<file path="src/rtl/irqc_pkg.sv">
package irqc_pkg;
  localparam int unsigned WORD_W   = 32;
  localparam int unsigned ADDR_W   = 6;
  localparam int unsigned NUM_BANK = 2;

  typedef enum logic [1:0] {
    REG_EVENT = 2'd0,
    REG_ENABLE = 2'd1,
    REG_ACK   = 2'd2,
    REG_LEVEL = 2'd3
  } reg_sel_e;

  // Word-index bits [5:4] of each bank's base: bank 0 at 0x20, bank 1 at 0x10.
  function automatic logic [1:0] bank_base(input int unsigned b);
    return (b == 0) ? 2'b10 : 2'b01;
  endfunction
endpackage

</file>
<file path="src/rtl/irqc_decode.sv">
module irqc_decode
  import irqc_pkg::*;
#(
  parameter int unsigned NBANK = NUM_BANK
) (
  input  logic              sel_i,
  input  logic              wr_i,
  input  logic [ADDR_W-1:0] addr_i,
  output logic [NBANK-1:0]  hit_o,
  output reg_sel_e          reg_o,
  output logic [NBANK-1:0]  en_we_o,
  output logic [NBANK-1:0]  ack_we_o,
  output logic              rd_o
);
  logic aligned;
  assign aligned = (addr_i[1:0] == 2'b00);
  assign reg_o   = reg_sel_e'(addr_i[3:2]);
  assign rd_o    = sel_i & ~wr_i;

  for (genvar b = 0; b < NBANK; b++) begin : g_bank
    assign hit_o[b]    = aligned && (addr_i[5:4] == bank_base(b));
    assign en_we_o[b]  = sel_i & wr_i & hit_o[b] & (reg_o == REG_ENABLE);
    assign ack_we_o[b] = sel_i & wr_i & hit_o[b] & (reg_o == REG_ACK);
  end
endmodule

</file>
<file path="src/rtl/irqc_bank.sv">
module irqc_bank
  import irqc_pkg::*;
#(
  parameter int unsigned      W          = WORD_W,
  parameter logic [WORD_W-1:0] LEVEL_MASK = '0
) (
  input  logic         clk,
  input  logic         rst_n,
  input  logic [W-1:0] src_i,
  input  logic         en_we_i,
  input  logic         ack_we_i,
  input  logic [W-1:0] wdata_i,
  output logic [W-1:0] event_o,
  output logic [W-1:0] enable_o,
  output logic [W-1:0] level_o,
  output logic         pend_o
);
  localparam logic [W-1:0] LVL  = LEVEL_MASK[W-1:0];
  localparam logic [W-1:0] EDGE = ~LVL;

  logic [W-1:0] src_q, event_q, en_q;
  logic [W-1:0] rise, set_vec, clr_vec, pending;

  assign rise    = src_i & ~src_q;
  assign set_vec = rise & en_q & EDGE;
  assign clr_vec = ack_we_i ? wdata_i : '0;
  assign pending = (event_q | (src_i & LVL)) & en_q;

  always_ff @(posedge clk or negedge rst_n) begin
    if (!rst_n) begin
      src_q   <= '0;
      event_q <= '0;
      en_q    <= '0;
    end else begin
      src_q   <= src_i;
      event_q <= (event_q & ~clr_vec) | set_vec;
      if (en_we_i) en_q <= wdata_i;
    end
  end

  assign event_o  = event_q;
  assign enable_o = en_q;
  assign level_o  = src_i;
  assign pend_o   = |pending;

  AST_EVENT_NEEDS_EDGE: assert property (@(posedge clk) disable iff (!rst_n)
    ((event_q & ~$past(event_q) & ~$past(rise & en_q)) == '0));
  AST_ACK_CLEARS: assert property (@(posedge clk) disable iff (!rst_n)
    (ack_we_i && (rise == '0)) |=> ((event_q & $past(wdata_i)) == '0));
  AST_EN_READBACK: assert property (@(posedge clk) disable iff (!rst_n)
    en_we_i |=> (enable_o == $past(wdata_i)));
  AST_LEVEL_NO_LATCH: assert property (@(posedge clk) disable iff (!rst_n)
    ((event_q & LVL) == '0));
endmodule

</file>
<file path="src/rtl/irqc_regfile.sv">
module irqc_regfile
  import irqc_pkg::*;
#(
  parameter logic [WORD_W-1:0] BANK0_LEVEL = 32'h1FF0_0000,
  parameter logic [WORD_W-1:0] BANK1_LEVEL = 32'h0000_0000
) (
  input  logic                       clk,
  input  logic                       rst_n,
  input  logic                       bus_sel,
  input  logic                       bus_wr,
  input  logic [ADDR_W-1:0]          bus_addr,
  input  logic [WORD_W-1:0]          bus_wdata,
  output logic [WORD_W-1:0]          bus_rdata,
  output logic                       bus_rvalid,
  input  logic [NUM_BANK*WORD_W-1:0] src_i,
  output logic                       irq_o
);
  localparam int unsigned NSRC = NUM_BANK * WORD_W;

  logic [NUM_BANK-1:0] hit, en_we, ack_we, pend;
  reg_sel_e            rsel;
  logic                rd;
  logic [WORD_W-1:0]   ev   [NUM_BANK];
  logic [WORD_W-1:0]   en   [NUM_BANK];
  logic [WORD_W-1:0]   lv   [NUM_BANK];
  logic [NSRC-1:0]     en_flat;
  logic [WORD_W-1:0]   rd_mux;
  logic                irq_q, rvalid_q;
  logic [WORD_W-1:0]   rdata_q;

  irqc_decode #(.NBANK(NUM_BANK)) u_dec (
    .sel_i(bus_sel), .wr_i(bus_wr), .addr_i(bus_addr),
    .hit_o(hit), .reg_o(rsel), .en_we_o(en_we), .ack_we_o(ack_we), .rd_o(rd)
  );

  for (genvar b = 0; b < NUM_BANK; b++) begin : g_bank
    localparam logic [WORD_W-1:0] MASK = (b == 0) ? BANK0_LEVEL : BANK1_LEVEL;
    irqc_bank #(.W(WORD_W), .LEVEL_MASK(MASK)) u_bank (
      .clk(clk), .rst_n(rst_n),
      .src_i(src_i[b*WORD_W +: WORD_W]),
      .en_we_i(en_we[b]), .ack_we_i(ack_we[b]), .wdata_i(bus_wdata),
      .event_o(ev[b]), .enable_o(en[b]), .level_o(lv[b]), .pend_o(pend[b])
    );
    assign en_flat[b*WORD_W +: WORD_W] = en[b];
  end

  always_comb begin
    rd_mux = '0;
    for (int b = 0; b < NUM_BANK; b++) begin
      if (hit[b]) begin
        unique case (rsel)
          REG_EVENT:  rd_mux = ev[b];
          REG_ENABLE: rd_mux = en[b];
          REG_ACK:    rd_mux = '0;
          REG_LEVEL:  rd_mux = lv[b];
        endcase
      end
    end
  end

  always_ff @(posedge clk or negedge rst_n) begin
    if (!rst_n) begin
      irq_q    <= 1'b0;
      rvalid_q <= 1'b0;
      rdata_q  <= '0;
    end else begin
      irq_q    <= |pend;
      rvalid_q <= rd;
      rdata_q  <= rd ? rd_mux : '0;
    end
  end

  assign irq_o      = irq_q;
  assign bus_rvalid = rvalid_q;
  assign bus_rdata  = rdata_q;

  AST_IRQ_NEEDS_EN: assert property (@(posedge clk) disable iff (!rst_n)
    irq_o |-> ($past(en_flat) != '0));
  AST_RDATA_IDLE: assert property (@(posedge clk) disable iff (!rst_n)
    !bus_rvalid |-> (bus_rdata == '0));
  AST_RVALID_FOLLOWS: assert property (@(posedge clk) disable iff (!rst_n)
    (bus_sel && !bus_wr) |=> bus_rvalid);
endmodule

</file>
<file path="config.mk">
export PLATFORM = sky130hd
export DESIGN_NAME = irqc_regfile
export DESIGN_NICKNAME = d
export VERILOG_FILES = /design/src/rtl/irqc_pkg.sv /design/src/rtl/irqc_decode.sv /design/src/rtl/irqc_bank.sv /design/src/rtl/irqc_regfile.sv
export SDC_FILE = /design/constraint.sdc
export NUM_CORES = 1
export LEC_CHECK = 0
export BUFFER_PORTS_ARGS = -buffer_cell sky130_fd_sc_hd__buf_4
export CORE_MARGIN = 1
export CORE_UTILIZATION = 45
export DETAILED_ROUTE_END_ITERATION = 12
export PLACE_DENSITY_LB_ADDON = 0.05
export SYNTH_ARGS = -nofsm -noshare
export SYNTH_HDL_FRONTEND = slang
export SYNTH_HIERARCHICAL = 1
export SYNTH_SLANG_ARGS = --single-unit
export TNS_END_PERCENT = 20
</file>
<file path="constraint.sdc">
create_clock -name clk -period 1.4 [get_ports clk]
set_input_delay 0 -clock clk [delete_from_list [all_inputs] [get_ports clk]]
set_output_delay 0 -clock clk [all_outputs]
set_load 0.05 [all_outputs]
</file>
==> impl_metrics.csv <==
group,metric,value,unit
drt,routed_wl,28.4,mm
sta,fin_crit,1.66,ns
logic_synthesis,yosysWarnings,6,
setup_path,startpoint,"g_bank[0].u_bank/event_o[26]$_DFF_PN0_",
setup_path,critPathArrivalTime,2.07,ns
place,place.gp.congestion,0.790,
floorplan,die_area,23900,um2
floorplan,pin_count,140,
floorplan,placementRows,55,
cts,cts.sinks,217,
drt,drt_iter0_drc,318,
status,violations,"setup timing",
place,placed_cell_area,12500,um2
final_layout,layout_common_cells,"buf_4 (275), dfrtp_1 (217), nand2_1 (165)",
global_routing,grt.overflow.total,0,
setup_path,worstSetupPathType,"reg -> reg",
setup_path,critPathLaunchType,"flop",
floorplan,die_y,154,um
floorplan,start_util,0.461,
sta,maxSlewHeadroom,0.720,
place,place.port_buffers,139,
min_path,worstHoldStart,"src_i[27]",
cts,clock_latency,0.52,ns
place,numPlacedInstances,1374,
min_path,min_path_type,"in -> reg",
cts,htreeDepth,1,
final_layout,drive_gt1_frac,0.349,
floorplan,dieWidth,154,um
logic_synthesis,netlist_instances,917,
global_routing,grt_use_total,0.247,
cts,cts_tree,"done",
setup_path,r2r-start,"g_bank[0].u_bank/event_o[26]$_DFF_PN0_",
cts,clk_pin_slew,0.06,ns
cts,cts_setup_buffers,0,
sta,clock_skew,0.00982,ns
drt,drtPass1Iterations,5,
drt,drtAntennaViolNets,0,
flow_run,drv_cap,0,
setup_path,path_delay_family,"simple AND/OR/NAND/NOR gates",
floorplan,coreArea,22700,um2
setup_path,crit_chain,"o21ai_1 -> buf_4 -> nand4_1 -> nor4_4 -> nand3_1 -> or2_4",
drt,drcViolationCount,0,
final_layout,num_antenna_cells,0,
power,power_density,1230,nW/um2
setup_path,slowest_stage,"dfrtp_1",
sta,rsz0062_at_grt,"yes",
setup_path,cp.required,1.81,ns
global_routing,grt_max_degree,57,
sta,final-hold-violation-count,0,
place,pre_cts_slack,-0.434,ns
status,outcome,"complete, but fails checks",
sta,fmax,603,MHz
logic_synthesis,syn-cell-area,10500,um2
cts,cts_buffer_depth,3,
final_layout,area_growth,36.4,%
sta,finalMaxSlewViolations,0,
global_routing,antenna_found_initial,0,
drt,via_per_inst,5.32,
setup_path,path_max_fanout,2,
global_routing,grt_pass1_vias,8134,
place,dp_hpwl,19.1,mm
sta,final.setup.worst_slack,-0.259,ns
final_layout,nets,1320,
drt,avgRoutedWirePerCell,18.8,um
global_routing,use_met2,0.408,
final_layout,final_util,0.628,
power,vdd_drop_max,1.08,mV
setup_path,slowest_delay,0.39,ns
power,cellLeakagePower,7.51,nW
setup_path,endpoint_kind,"flop",
sta,fin_crit_sh,1.19,
global_routing,grt_use_met1,0.349,
cts,root_buffer,"clkbuf_16",
final_layout,finalInstanceArea,14300,um2
sta,setup_viol,1,
global_routing,use_met3,0.0297,
logic_synthesis,synth_area_per_cell,11.4,um2
global_routing,grt-busiest-layer,"met2",
final_layout,fin_cells,1513,
cts,cts_made_buffers,25,
drt,num_vias,8051,
final_layout,final_common_cell,"buf_4",
logic_synthesis,ys_seq_area_frac,0.519,
logic_synthesis,ys_seq_elements,217,
global_routing,grt_pass1_wl,45.5,mm
sta,tightestPinTransition,0.420,ns
logic_synthesis,ys_types,37,
setup_path,path_buf_inv,1,
logic_synthesis,synth_nets,1023,
-- what timing repair did --
item / in CTS / in global routing
hold endpoints to repair: 433 / 21
pin swaps: 4 / 1
gates resized for setup: 13 / 1
hold buffers: 98 / 1
endpoints found under the setup margin: 1 / 24
-- metrics by stage --
step	hold slack, ns	power, mW	setup TNS, ns
after floorplan	-0.296	9.26	-2.07
after global placement	-0.139	11.1	-21.44
after detailed placement	-0.136	11.2	-24.17
after CTS	0.00111	17.7	-2.27
after global routing	0.00764	18.4	-0.331
final	0.00962	17.5	-0.259
-- cells in the mapped netlist (all sizes together) --
| master | instances | area, um2 |
|---|---|---|
| dfrtp | 217 | 5430 |
| nand2 | 165 | 619 |
| buf | 97 | 731 |
| mux2 | 95 | 1120 |
| o21ai | 66 | 330 |
| o211a | 62 | 621 |
| nand3 | 35 | 175 |
| mux2i | 33 | 330 |
| a21bo | 31 | 310 |
| o211ai | 31 | 233 |
| clkbuf | 25 | 93.8 |
| a22oi | 24 | 200 |
| a21boi | 9 | 67.6 |
| nand4 | 7 | 43.8 |
| nor2 | 4 | 15.0 |
| inv | 2 | 7.51 |
| nand4b | 2 | 17.5 |
| or4b | 2 | 23.8 |
| a221oi | 1 | 15.0 |
| a222oi | 1 | 10.0 |
| a22o | 1 | 8.76 |
| a32o | 1 | 10.0 |
| and3 | 1 | 6.26 |
| and3b | 1 | 8.76 |
| nor2b | 1 | 6.26 |
| nor4 | 1 | 12.5 |
| or2 | 1 | 6.26 |
| or4 | 1 | 7.51 |
-- worst register-to-register path: cells and delay by family (launching register included) --
kind                   cells  cell delay (ns)
buffers and inverters      1             0.15
flip-flops                 1             0.39
AND/OR/NAND/NOR            4             0.82
AO/OA/AOI/OAI              1             0.20
-- final timing paths --
kind / end / slack [ns] / depth (start not counted)
setup / recovery: irq_o$_DFF_PN0_ / -0.26 / 6
setup reg to reg: irq_o$_DFF_PN0_ / -0.26 / 6
min in group asynchronous: bus_rdata[12]$_DFF_PN0_ / 0.46 / 3
hold reg to reg: g_bank[0].u_bank/event_o[30]$_DFF_PN0_ / 0.41 / 1
max in group asynchronous: g_bank[1].u_bank/event_o[15]$_DFF_PN0_ / 0.30 / 4
hold / removal: bus_rdata[27]$_DFF_PN0_ / 0.01 / 4
-- routing by layer --
metal	share of wire	wire length (um)
met5	0	0
met4	0.019	546
met3	0.035	990
met2	0.48	13600
met1	0.47	13300
-- logic make-up after synthesis --
group,share of synthesized area
and+or+nand+nor,0.0901
buffers and inverters,0.0796
AOI/OAI and AO/OA,0.173
muxes,0.139
DFF,0.519
-- report_power, final --
part / leakage [nW] / internal (mW) / switching (mW)
sequential: 2.77 / 7.12 / 0.585
clock: 0.376 / 3.71 / 2.49
combinational: 4.36 / 2.02 / 1.60
total: 7.51 / 12.8 / 4.68
-- final cells by class --
cell class | instances | area (um2)
flip-flops and latches | 217 | 5430
clock inverters | 3 | 43.8
well taps | 285 | 357
repair buffers | 392 | 3420
multi-input cells | 576 | 4280
fillers | 1896 | 8450
inverters | 2 | 7.51
clock buffers | 38 | 724
-- state kept, by name, summed over array words and instances, names as in the netlist --
signal                  cells
bus_rdata                  32
g_bank.u_bank/src_q        55
g_bank.u_bank/event_o      64
g_bank.u_bank/enable_o     64
irq_o                       1
bus_rvalid                  1
(Power assumes the default switching activity.)
